===== config.mk =====
export PLATFORM = sky130hd
export DESIGN_NAME = chg_path_guard
export DESIGN_NICKNAME = d
export VERILOG_FILES = /design/src/rtl/chg_guard_pkg.sv /design/src/rtl/chg_dly_timer.sv /design/src/rtl/chg_ovc_seq.sv /design/src/rtl/chg_xc_seq.sv /design/src/rtl/chg_path_guard.sv
export SDC_FILE = /design/constraint.sdc
export NUM_CORES = 1
export LEC_CHECK = 0
export BUFFER_PORTS_ARGS = -buffer_cell sky130_fd_sc_hd__buf_2
export CORE_UTILIZATION = 55
export DETAILED_ROUTE_END_ITERATION = 7
export PLACE_DENSITY = 0.75
export SLEW_MARGIN = 20
export SYNTH_ARGS = -nofsm -noshare
export SYNTH_HDL_FRONTEND = slang
export SYNTH_SLANG_ARGS = --single-unit

===== constraint.sdc =====
create_clock -name clk -period 5.96 [get_ports clk]
set_clock_uncertainty 0.05 [all_clocks]
set_input_delay 0.894 -clock clk [delete_from_list [all_inputs] [get_ports clk]]
set_output_delay 0.894 -clock clk [all_outputs]
set_load 0.005 [all_outputs]

===== src/rtl/chg_guard_pkg.sv =====
package chg_guard_pkg;

  typedef enum logic { OC_NORMAL = 1'b0, OC_LATCHED = 1'b1 } oc_state_t;
  typedef enum logic { XC_IDLE   = 1'b0, XC_LATCHED = 1'b1 } xc_state_t;

  // Tick count to use for one delay: nominal, or divided in fast-test mode.
  function automatic int unsigned eff_ticks(input int unsigned nominal,
                                            input logic        fast,
                                            input int unsigned divisor);
    int unsigned q;
    q = nominal / divisor;
    if (!fast) return nominal;
    return (q == 0) ? 1 : q;
  endfunction

  function automatic int unsigned max_of4(input int unsigned a, input int unsigned b,
                                          input int unsigned c, input int unsigned d);
    int unsigned m;
    m = a;
    if (b > m) m = b;
    if (c > m) m = c;
    if (d > m) m = d;
    return m;
  endfunction

endpackage


===== src/rtl/chg_dly_timer.sv =====
module chg_dly_timer #(
  parameter int unsigned CW = 8
) (
  input  logic          clk,
  input  logic          rst_n,
  input  logic          tick,
  input  logic          run,
  input  logic [CW-1:0] limit,
  output logic          fire
);

  logic [CW-1:0] cnt;
  logic [CW:0]   cnt_inc;

  assign cnt_inc = {1'b0, cnt} + {{CW{1'b0}}, 1'b1};
  // A lowered limit (fast test) still terminates because of the >= compare.
  assign fire    = run && tick && (cnt_inc >= {1'b0, limit});

  always_ff @(posedge clk or negedge rst_n) begin
    if (!rst_n)            cnt <= '0;
    else if (!run || fire) cnt <= '0;
    else if (tick)         cnt <= cnt_inc[CW-1:0];
  end

  assert_hold_without_tick_R13: assert property (@(posedge clk) disable iff (!rst_n)
    (run && !tick) |=> $stable(cnt));

  assert_restart_when_idle_R2: assert property (@(posedge clk) disable iff (!rst_n)
    (!run) |=> (cnt == '0));

  assert_cleared_after_fire_R2: assert property (@(posedge clk) disable iff (!rst_n)
    fire |=> (cnt == '0));

endmodule


===== src/rtl/chg_ovc_seq.sv =====
module chg_ovc_seq
  import chg_guard_pkg::*;
#(
  parameter int unsigned CW = 8
) (
  input  logic          clk,
  input  logic          rst_n,
  input  logic          tick,
  input  logic          any_over,
  input  logic          release_ok,
  input  logic [CW-1:0] det_lim,
  input  logic [CW-1:0] rel_lim,
  output logic          oc_latched
);

  oc_state_t     st;
  logic          run;
  logic [CW-1:0] lim;
  logic          fire;

  assign run = (st == OC_NORMAL) ? any_over : release_ok;
  assign lim = (st == OC_NORMAL) ? det_lim  : rel_lim;

  chg_dly_timer #(.CW(CW)) u_tmr (
    .clk(clk), .rst_n(rst_n), .tick(tick),
    .run(run), .limit(lim), .fire(fire)
  );

  always_ff @(posedge clk or negedge rst_n) begin
    if (!rst_n)    st <= OC_NORMAL;
    else if (fire) st <= (st == OC_NORMAL) ? OC_LATCHED : OC_NORMAL;
  end

  assign oc_latched = (st == OC_LATCHED);

  assert_trip_needs_flag_R1: assert property (@(posedge clk) disable iff (!rst_n)
    $rose(oc_latched) |-> $past(any_over && tick));

  assert_release_needs_ok_R5: assert property (@(posedge clk) disable iff (!rst_n)
    $fell(oc_latched) |-> $past(release_ok && tick));

endmodule


===== src/rtl/chg_xc_seq.sv =====
module chg_xc_seq
  import chg_guard_pkg::*;
#(
  parameter int unsigned CW = 8
) (
  input  logic          clk,
  input  logic          rst_n,
  input  logic          tick,
  input  logic          hv_seen,
  input  logic          armed,
  input  logic [CW-1:0] det_lim,
  input  logic [CW-1:0] rel_lim,
  output logic          xc_latched
);

  xc_state_t     st;
  logic          run;
  logic [CW-1:0] lim;
  logic          fire;

  assign run = (st == XC_IDLE) ? (hv_seen && armed) : !hv_seen;
  assign lim = (st == XC_IDLE) ? det_lim : rel_lim;

  chg_dly_timer #(.CW(CW)) u_tmr (
    .clk(clk), .rst_n(rst_n), .tick(tick),
    .run(run), .limit(lim), .fire(fire)
  );

  always_ff @(posedge clk or negedge rst_n) begin
    if (!rst_n)    st <= XC_IDLE;
    else if (fire) st <= (st == XC_IDLE) ? XC_LATCHED : XC_IDLE;
  end

  assign xc_latched = (st == XC_LATCHED);

  assert_trip_needs_hv_R6: assert property (@(posedge clk) disable iff (!rst_n)
    $rose(xc_latched) |-> $past(hv_seen && armed));

  assert_return_needs_quiet_R7: assert property (@(posedge clk) disable iff (!rst_n)
    $fell(xc_latched) |-> $past(!hv_seen));

endmodule


===== src/rtl/chg_path_guard.sv =====
module chg_path_guard
  import chg_guard_pkg::*;
#(
  parameter int unsigned NCELL     = 2,
  parameter int unsigned OC_DET_TK = 2000,
  parameter int unsigned OC_REL_TK = 80,
  parameter int unsigned XC_DET_TK = 3,
  parameter int unsigned XC_REL_TK = 3,
  parameter int unsigned TEST_DIV  = 16
) (
  input  logic             clk,
  input  logic             rst_n,
  input  logic             tick,
  input  logic [NCELL-1:0] cell_ovc,
  input  logic [NCELL-1:0] cell_rel_lo,
  input  logic [NCELL-1:0] cell_rel_hi,
  input  logic             load_seen,
  input  logic             hv_chg,
  input  logic             dsg_on,
  input  logic             zv_chg,
  input  logic             fast_test,
  output logic             chg_en
);

  localparam int unsigned MAXTK = max_of4(OC_DET_TK, OC_REL_TK, XC_DET_TK, XC_REL_TK);
  localparam int unsigned CW    = $clog2(MAXTK + 1);

  logic [CW-1:0]    oc_det_lim, oc_rel_lim, xc_det_lim, xc_rel_lim;
  logic [NCELL-1:0] cell_released;
  logic             any_over, release_ok, xc_armed;
  logic             oc_latched, xc_latched;

  assign oc_det_lim = CW'(eff_ticks(OC_DET_TK, fast_test, TEST_DIV));
  assign oc_rel_lim = CW'(eff_ticks(OC_REL_TK, fast_test, TEST_DIV));
  assign xc_det_lim = CW'(eff_ticks(XC_DET_TK, fast_test, TEST_DIV));
  assign xc_rel_lim = CW'(eff_ticks(XC_REL_TK, fast_test, TEST_DIV));

  // Per cell: pick the release level that matches what is attached.
  for (genvar c = 0; c < NCELL; c++) begin : g_cell
    assign cell_released[c] = load_seen ? cell_rel_hi[c] : cell_rel_lo[c];
  end

  assign any_over   = |cell_ovc;
  assign release_ok = &cell_released;
  assign xc_armed   = dsg_on && !oc_latched;

  chg_ovc_seq #(.CW(CW)) u_ovc (
    .clk(clk), .rst_n(rst_n), .tick(tick),
    .any_over(any_over), .release_ok(release_ok),
    .det_lim(oc_det_lim), .rel_lim(oc_rel_lim),
    .oc_latched(oc_latched)
  );

  chg_xc_seq #(.CW(CW)) u_xc (
    .clk(clk), .rst_n(rst_n), .tick(tick),
    .hv_seen(hv_chg), .armed(xc_armed),
    .det_lim(xc_det_lim), .rel_lim(xc_rel_lim),
    .xc_latched(xc_latched)
  );

  assign chg_en = zv_chg || !(oc_latched || xc_latched);

  assert_xc_needs_dsg_R8: assert property (@(posedge clk) disable iff (!rst_n)
    $rose(xc_latched) |-> $past(dsg_on));

  assert_xc_after_release_R9: assert property (@(posedge clk) disable iff (!rst_n)
    $rose(xc_latched) |-> $past(!oc_latched));

  assert_release_threshold_R3_R4: assert property (@(posedge clk) disable iff (!rst_n)
    $fell(oc_latched) |-> $past(load_seen ? (&cell_rel_hi) : (&cell_rel_lo)));

  assert_low_only_on_fault_R10: assert property (@(posedge clk) disable iff (!rst_n)
    $fell(chg_en) |-> (!zv_chg && (oc_latched || xc_latched)));

endmodule


==> results.md, run 1 <==
- Outcome: finished with violations
- Violations in the final reports: DRC
- Global placer's final weighted congestion: 0.8993
- Maximum operating frequency: ~0.34 GHz
- Max-cap violations: 0
- Antenna violations before repair: 0
- Net Sw Power: between 100 and 150 µW
- Cell internal pwr: 286.8 µW
- Final-report setup violation count: 0
- Post-placement cell count: between 200 and 250
- Slowest stage delay, CP: approximately 0.50 ns
- Worst Setup Start Kind: register
- Commonest non-fill, non-tap cells in the layout: dfrtp_1 (24), nand2_1 (23), buf_2 (14)
- Highest layer used for signal routing: met4
- Inserted Clock Buffers: 3
- Number of design-rule violations left by the first detailed-router iteration: just under 80
- Chip width: 57.42 µm
- Period utilisation layout: 0.5000
- Yosys warning count: 0
- Count of buffers from port buffering: 14
- Post-placement worst setup slack: 2.995 ns
- Post-route non-filler standard cell count: 231
- Met2 wirelength from detailed routing: about 1500 µm
- Final layout net count: 227
- Ordered cell list for the critical path: ha_1 -> and3_1 -> and3_1 -> nand3_1 -> xnor2_1 -> ha_1 -> nand3_1 -> nor3_1 -> a211oi_2 -> nand3_1 -> o211ai_1
- Synth Area in Compound Gates: 0.1667
- Avg Synthesized Cell Area: 9.081 µm²
- Signed area change from the synthesized netlist to the final layout: 8.148%
- Leftover overflow at the end of global routing: 0
- Switching power as a share of total power: 0.3314
- Htree depth: 1
- Post-synthesis mux area share: 0
- Maximum fanout along the worst path: 8
- Final core utilization: 0.6457
- Post-synthesis share of cell area spent on xor and xnor gates: 0.07259
- Fin worst setup slack: 2.980 ns
- Clock latency reported for the late side of the worst-skew pair: between 0.3 and 0.4 ns
- Total nets after synthesis: 212
- Worst Setup End Kind: register
- RSZ-0062 raised after global routing: no
- Netlist area before placement: 0.001689 mm²
- Critical Path AT: between 3 and 4 ns
- # diodes: 0
- Sequential cell area fraction in the yosys report: 0.3556
- Hold crit path type: reg -> reg
- Sum of routed wire length over all layers: approximately 3600 µm
- Hold buffer count at cts: 0
- Maximum number of pins on one net before global-route repair: 25
- Num rows: 19
- Max-slew violation total from the final report: 0
- Largest delay contributor family on the critical path: simple AND/OR/NAND/NOR gates
- Cell area power density: 234.8 mW/mm²
- Standard cell with the maximum stage delay on the critical path: a211oi_2
- Via total after detailed routing: approximately 1.4k
- Residual DRC count: 3
- Combined buffer and inverter count along the critical path: 0
- First-pass iteration count of the detailed router: 6
- Area fraction in and, or, nand and nor cells after synthesis: 0.2889
- TritonCTS clock tree: done
- Core Footprint: 0.002829 mm²
- Top Ports: 15
- Part of the power in the clock network: 0.278
- Worst max-slew margin expressed relative to the limit: 0.6225
- Worst setup path class: reg -> reg
- Total negative slack for setup checks: 0 ns
- Setup slack, reg-to-reg: slightly below 3 ns
- Post-route worst hold slack: 0.4668 ns
- Starting Density: 0.5971
- Number of global-route vias before repair: approximately 1.3k
- Most frequent standard cell in the layout excluding fill and tap cells: dfrtp_1
- LEAKAGE: 0.0008540 µW
- Post-DRT Antenna Nets: 0
- Proportion of power drawn by flip-flops and latches: 0.455
- DIE HEIGHT: 57.42 µm
- Clock sinks: 24
- Via density per instance: between 6 and 7
- DIE AREA: 0.003296 mm²
- Worst ir drop on vdd: 0.0001399 V
- Final Hold Violating Endpoints: 0
- Largest family of logic cells by synthesized area: simple AND/OR/NAND/NOR gates
- Clock-pin slew of the registers on the worst-case setup and hold paths: 0.14 ns
- Measured slew at the worst slew-check pin: about 0.57 ns
- Worst hold start: u_xc.xc_latched
- Post-CTS Setup Bufs: 0
- Post-Synthesis Cells: around 190
- Clock Tree Buf Depth: 2
- Min Clock Period, post-route: about 3 ns
- Total Routing Usage GR: 0.2407
- Synth unique cells: 43
- Logic pwr share: 0.266
- Flip-flop and latch count after synthesis: 24
- First-pass GRT wire length: 6189 µm
- Total routed wire length on the met1 layer: 1726 µm
- Average wire length per cell after detail routing: 15.43 µm
- Met3 wire len: 244 µm
- Post-CTS sizing: 0
- Clock root buffer: clkbuf_4
- Required time at the worst-slack endpoint: 6.15 ns
- Critical path origin: u_ovc.u_tmr.cnt[0]
- Detailed placement HPWL: 2782 µm
- Post-synthesis share of cell area spent on full adders, half adders and majority gates: 0.08889
- Layout cell share with drive strength beyond 1: 0.1250
- FF-to-FF Start: u_ovc.u_tmr.cnt[0]
- Cell occurring most often along the worst timing path: nand3_1
-- synth_stat cells, drive strengths merged --
| library cell | instances | area share |
|---|---|---|
| buf | 2 | 0.0096 |
| a32o | 4 | 0.024 |
| a31oi | 3 | 0.011 |
| clkbuf | 2 | 0.0044 |
| dfrtp | 24 | 0.36 |
| nor2b | 2 | 0.0074 |
| ha | 12 | 0.089 |
| o31ai | 1 | 0.0044 |
| nor4bb | 1 | 0.0059 |
| xnor2 | 9 | 0.047 |
| or3b | 1 | 0.0052 |
| o21bai | 2 | 0.0089 |
| nor4 | 1 | 0.0037 |
| o21ai | 8 | 0.024 |
| nor3b | 1 | 0.0044 |
| nor2 | 12 | 0.027 |
| a41oi | 1 | 0.0052 |
| nor3 | 6 | 0.018 |
| a211o | 1 | 0.0052 |
| a311oi | 2 | 0.021 |
| nand2 | 23 | 0.051 |
| a211oi | 1 | 0.0074 |
| xor2 | 5 | 0.026 |
| o21a | 2 | 0.0089 |
| and2 | 10 | 0.039 |
| inv | 6 | 0.013 |
| a21oi | 5 | 0.015 |
| o22ai | 1 | 0.0037 |
| nor4b | 2 | 0.010 |
| nand3 | 12 | 0.036 |
| o211ai | 2 | 0.0089 |
| o2111ai | 1 | 0.0052 |
| a21o | 1 | 0.0044 |
| nand4 | 8 | 0.039 |
| and4 | 3 | 0.017 |
| a31o | 2 | 0.010 |
| and3 | 6 | 0.022 |
| nand3b | 1 | 0.0044 |
-- layer usage --
metal	up-vias	GRT usage
met3	8	0.02494
met5	-	0
met1	658	0.3709
met2	51	0.3505
li1	717	-
met4	0	0.08014
-- worst paths after layout --
path	cells after the start	end
worst max-delay path	11	u_ovc.u_tmr.cnt[6]
worst min-delay path	1	u_xc.xc_latched
worst max register to register	11	u_ovc.u_tmr.cnt[6]
worst min register to register	1	u_xc.xc_latched
max in group asynchronous	1	u_xc.u_tmr.cnt[4]
min in group asynchronous	1	u_ovc.u_tmr.cnt[10]
-- stage by stage --
stage	total power, µW	area, µm²
finish	429.0	1827
global route	458.6	1827
CTS	432.9	1827
detailed placement	313.0	1774
global placement	307.4	1774
floorplan	277.1	1689
-- cell families after synthesis --
family	after synthesis
DFF	24
buffers and inverters	10
adders and majority gates	12
xor gates and xnor gates	14
AOI/OAI and AO/OA	37
and+or+nand+nor	89
-- power by group through the flow --
stage | clock network [µW] | logic, µW | registers [µW]
CTS | 123 | 115 | 195
floorplan | 0 | 83.1 | 194
finish | 119 | 114 | 195
detailed placement | 0 | 114 | 199
global placement | 0 | 110 | 197
global route | 129 | 131 | 198
-- sequential cells by signal, summed over array words and instances, names as in the netlist --
name              cells
u_ovc.oc_latched      1
u_xc.xc_latched       1
u_xc.u_tmr.cnt       11
u_ovc.u_tmr.cnt      11
-- worst reg2reg max path, stage by stage (launching register included) --
cell and delay [ns]:
dfrtp_1 0.45, ha_1 0.25, and3_1 0.23, and3_1 0.19
nand3_1 0.10, xnor2_1 0.24, ha_1 0.28, nand3_1 0.09
nor3_1 0.09, a211oi_2 0.50, nand3_1 0.21, o211ai_1 0.22
-- final cells by class --
type	instances	area, µm²
sequential	24	600.6
inverter	6	22.52
multi-input combinational	152	1042
fill	236	1002
timing repair buffer	14	70.07
tap	31	38.79
clock inverter	1	30.03
clock buffer	3	22.52
Power figures use the tool's default switching activity.
==> inputs of run 2 (changes only) <==
Settings changed: CORE_UTILIZATION 55 to 53.
Clock period 5.96 ns to 2.6 ns, I/O delays scaled along.
==> run 2 against run 1 <==
  * The run ends with setup timing left
  * First-iteration DRC count rose by 58%
  * Combinational power rose to 3.3 times the previous value
  * Sequential share of layout area fell by 4.2 points
  * Largest cell class unchanged
  * Worst setup slack got worse by 3.1 ns
==> results.md, run 2 (synthesis results as in run 1) <==
- Outcome: finished with violations
- Violations in the final reports: setup timing
- LEAKAGE: 0.0009872 µW (+16%)
- FF-to-FF Start: u_ovc.u_tmr.cnt[0]
- Total Routing Usage GR: 0.2446 (+0.003959)
- Final-report setup violation count: 10 (+10)
- Number of design-rule violations left by the first detailed-router iteration: 122 (+58%)
- Critical Path AT: 2.85 ns (-0.32 ns)
- Sum of routed wire length over all layers: 4215 µm (+18%)
- Worst Setup End Kind: register
- Worst setup path class: reg -> reg
- Switching power as a share of total power: 0.3501 (+0.01862)
- # diodes: 0 (unchanged)
- Min-Delay Path Depth: 2 (+1)
- Worst max-slew margin expressed relative to the limit: 0.6546 (+0.03210)
- Cell area power density: 523.7 mW/mm² (+120%)
- Commonest non-fill, non-tap cells in the layout: dfrtp_1 (24), nand2_1 (22), buf_4 (17), buf_2 (14), nor2_1 (12)
- Period utilisation layout: 1.034 (+0.5337)
- Num rows: 20 (+1)
- Maximum operating frequency: 0.3721 GHz (+11%)
- Chip width: 58.46 µm (+1.8%)
- Antenna violations before repair: 0 (unchanged)
- First-pass iteration count of the detailed router: 4 (-2)
- Logic pwr share: 0.342 (+0.076)
- Final Hold Violating Endpoints: 0 (unchanged)
- Global placer's final weighted congestion: 0.8513 (-5.3%)
- Fin worst setup slack: -0.08751 ns (-3.068 ns)
- Count of buffers from port buffering: 14 (unchanged)
- First-pass GRT wire length: 6451 µm (+4.2%)
- Worst Setup Start Kind: register
- Min Clock Period, post-route: 2.688 ns (-0.2923 ns)
- TritonCTS clock tree: done
- Measured slew at the worst slew-check pin: 0.5182 ns (-0.04711 ns)
- Post-DRT Antenna Nets: 0 (unchanged)
- Top flop regs: u_ovc.u_tmr.cnt: 11 flops, u_xc.u_tmr.cnt: 11 flops
- Clock Tree Buf Depth: 2 (unchanged)
- Part of the power in the clock network: 0.250 (-0.028)
- Proportion of power drawn by flip-flops and latches: 0.408 (-0.047)
- Final core utilization: 0.6926 (+0.04683)
- Residual DRC count: 0 (-3)
- Layout cell share with drive strength beyond 1: 0.2591 (+0.1341)
- Worst ir drop on vdd: 0.0002585 V (+85%)
- Maximum fanout along the worst path: 5 (-3)
- Core Footprint: 0.003028 mm² (+7.0%)
- Most frequent standard cell in the layout excluding fill and tap cells: dfrtp_1
- Setup slack, reg-to-reg: -0.09 ns (-3.07 ns)
- Average wire length per cell after detail routing: 15.97 µm (+3.5%)
- Htree depth: 1 (unchanged)
- Required time at the worst-slack endpoint: 2.77 ns (-3.38 ns)
- Net Sw Power: 384.4 µW (+170%)
- Post-route worst hold slack: 0.2594 ns (-0.2074 ns)
- DIE HEIGHT: 58.46 µm (+1.8%)
- Clock sinks: 24 (unchanged)
- RSZ-0062 raised after global routing: yes
- Max-cap violations: 0 (unchanged)
- Final layout net count: 247 (+8.8%)
- DIE AREA: 0.003417 mm² (+3.7%)
- Maximum number of pins on one net before global-route repair: 25 (unchanged)
- Top Ports: 15 (unchanged)
- Clock latency reported for the late side of the worst-skew pair: 0.31 ns (about the same)
- Worst hold endpoint: u_xc.u_tmr.cnt[6]
- Number of global-route vias before repair: 1457 (+11%)
- FF-to-FF path depth: 11 (unchanged)
- Detailed placement HPWL: 2855 µm (+2.6%)
- Via total after detailed routing: 1627 (+13%)
- Starting Density: 0.5579 (-0.03923)
- Worst hold start: tick
- Cell internal pwr: 713.7 µW (+150%)
- Leftover overflow at the end of global routing: 0 (unchanged)
- Signed area change from the synthesized netlist to the final layout: 24.15%
- Max-slew violation total from the final report: 0 (unchanged)
- End of the worst register-to-register path: u_ovc.u_tmr.cnt[10]
- Inserted Clock Buffers: 3 (unchanged)
- Hold crit path type: in -> reg
- Clock root buffer: clkbuf_4
- Clock-pin slew of the registers on the worst-case setup and hold paths: 0.14 ns (about the same)
- Via density per instance: 6.163 (-0.72%)
-- run 2: cell types whose count changed in the layout (fill, tap and decap cells not counted), moves of 2 or more --
| cell | before | now |
|---|---|---|
| buf_4 | 0 | 17 |
| nand3_1 | 12 | 9 |
| and3_1 | 6 | 4 |
| and3_4 | 0 | 2 |
| buf_6 | 0 | 2 |
| nand3_4 | 0 | 2 |
| xnor2_1 | 9 | 7 |
| xnor2_2 | 0 | 2 |
-- run 2: what timing repair did --
item,in CTS,in global routing
gates resized for setup,5,15
endpoints found under the setup margin,9,12
hold buffers,1,0
setup buffers,3,3
hold endpoints to repair,24,0
pin swaps,2,16
-- run 2: power by group through the flow --
stage / registers (µW) / clock network (µW) / logic (µW)
floorplan: 445 / 0 / 194
global placement: 448 / 0 / 276
detailed placement: 454 / 0 / 288
CTS: 445 / 276 / 338
global route: 451 / 297 / 411
finish: 448 / 275 / 375
-- run 2: layer usage --
metal  GRT usage  wire, µm  share of wire
met4     0.08503        82          0.019
met5           0         0              0
met2      0.3908      1982           0.47
met3     0.04176       267          0.063
met1      0.3366      1881           0.45
-- run 2: how the worst max path moves through the flow --
stage / startpoint / to / slack, ns / depth (start not counted)
final: u_ovc.u_tmr.cnt[0] / u_ovc.u_tmr.cnt[10] / -0.09 / 11
after global placement: u_ovc.u_tmr.cnt[0] / u_ovc.u_tmr.cnt[6] / -0.02 / 11
after CTS: u_ovc.u_tmr.cnt[0] / u_ovc.u_tmr.cnt[10] / 0.01 / 11
after detailed placement: u_ovc.u_tmr.cnt[1] / u_ovc.u_tmr.cnt[6] / -0.12 / 11
after global routing: u_ovc.u_tmr.cnt[0] / u_ovc.oc_latched / -0.16 / 11
after floorplan: u_ovc.u_tmr.cnt[0] / u_ovc.u_tmr.cnt[10] / 0.02 / 11
-- run 2: final cells by class --
| class | count | area [µm²] |
|---|---|---|
| sequential | 24 | 600.6 |
| clock buffer | 3 | 22.52 |
| fill | 201 | 930.9 |
| inverter | 6 | 22.52 |
| timing repair buffer | 34 | 230.2 |
| clock inverter | 1 | 30.03 |
| multi-input combinational | 152 | 1136 |
| tap | 44 | 55.05 |
-- run 2: critical path, stage by stage, from the launching register on --
cell      delay, ns
dfrtp_1        0.41
ha_2           0.21
and3_4         0.21
and3_4         0.23
nand3_4        0.08
xnor2_2        0.15
ha_1           0.32
nand3_2        0.12
nor3_4         0.28
a211oi_4       0.12
buf_6          0.15
a32o_2         0.24
-- run 2: through the flow --
| stage | setup TNS [ns] | std cells | setup slack, ns | total power, µW | cell area (µm²) |
|---|---|---|---|---|---|
| global placement | -0.03589 | 253 | -0.01638 | 724.6 | 1893 |
| detailed placement | -0.3710 | 253 | -0.1184 | 742.7 | 1893 |
| floorplan | 0 | 186 | 0.01687 | 638.7 | 1694 |
| CTS | 0 | 261 | 0.01178 | 1060 | 2001 |
| global route | -1.420 | 264 | -0.1638 | 1160 | 2097 |
| finish | -0.5064 | 264 | -0.08751 | 1098 | 2097 |
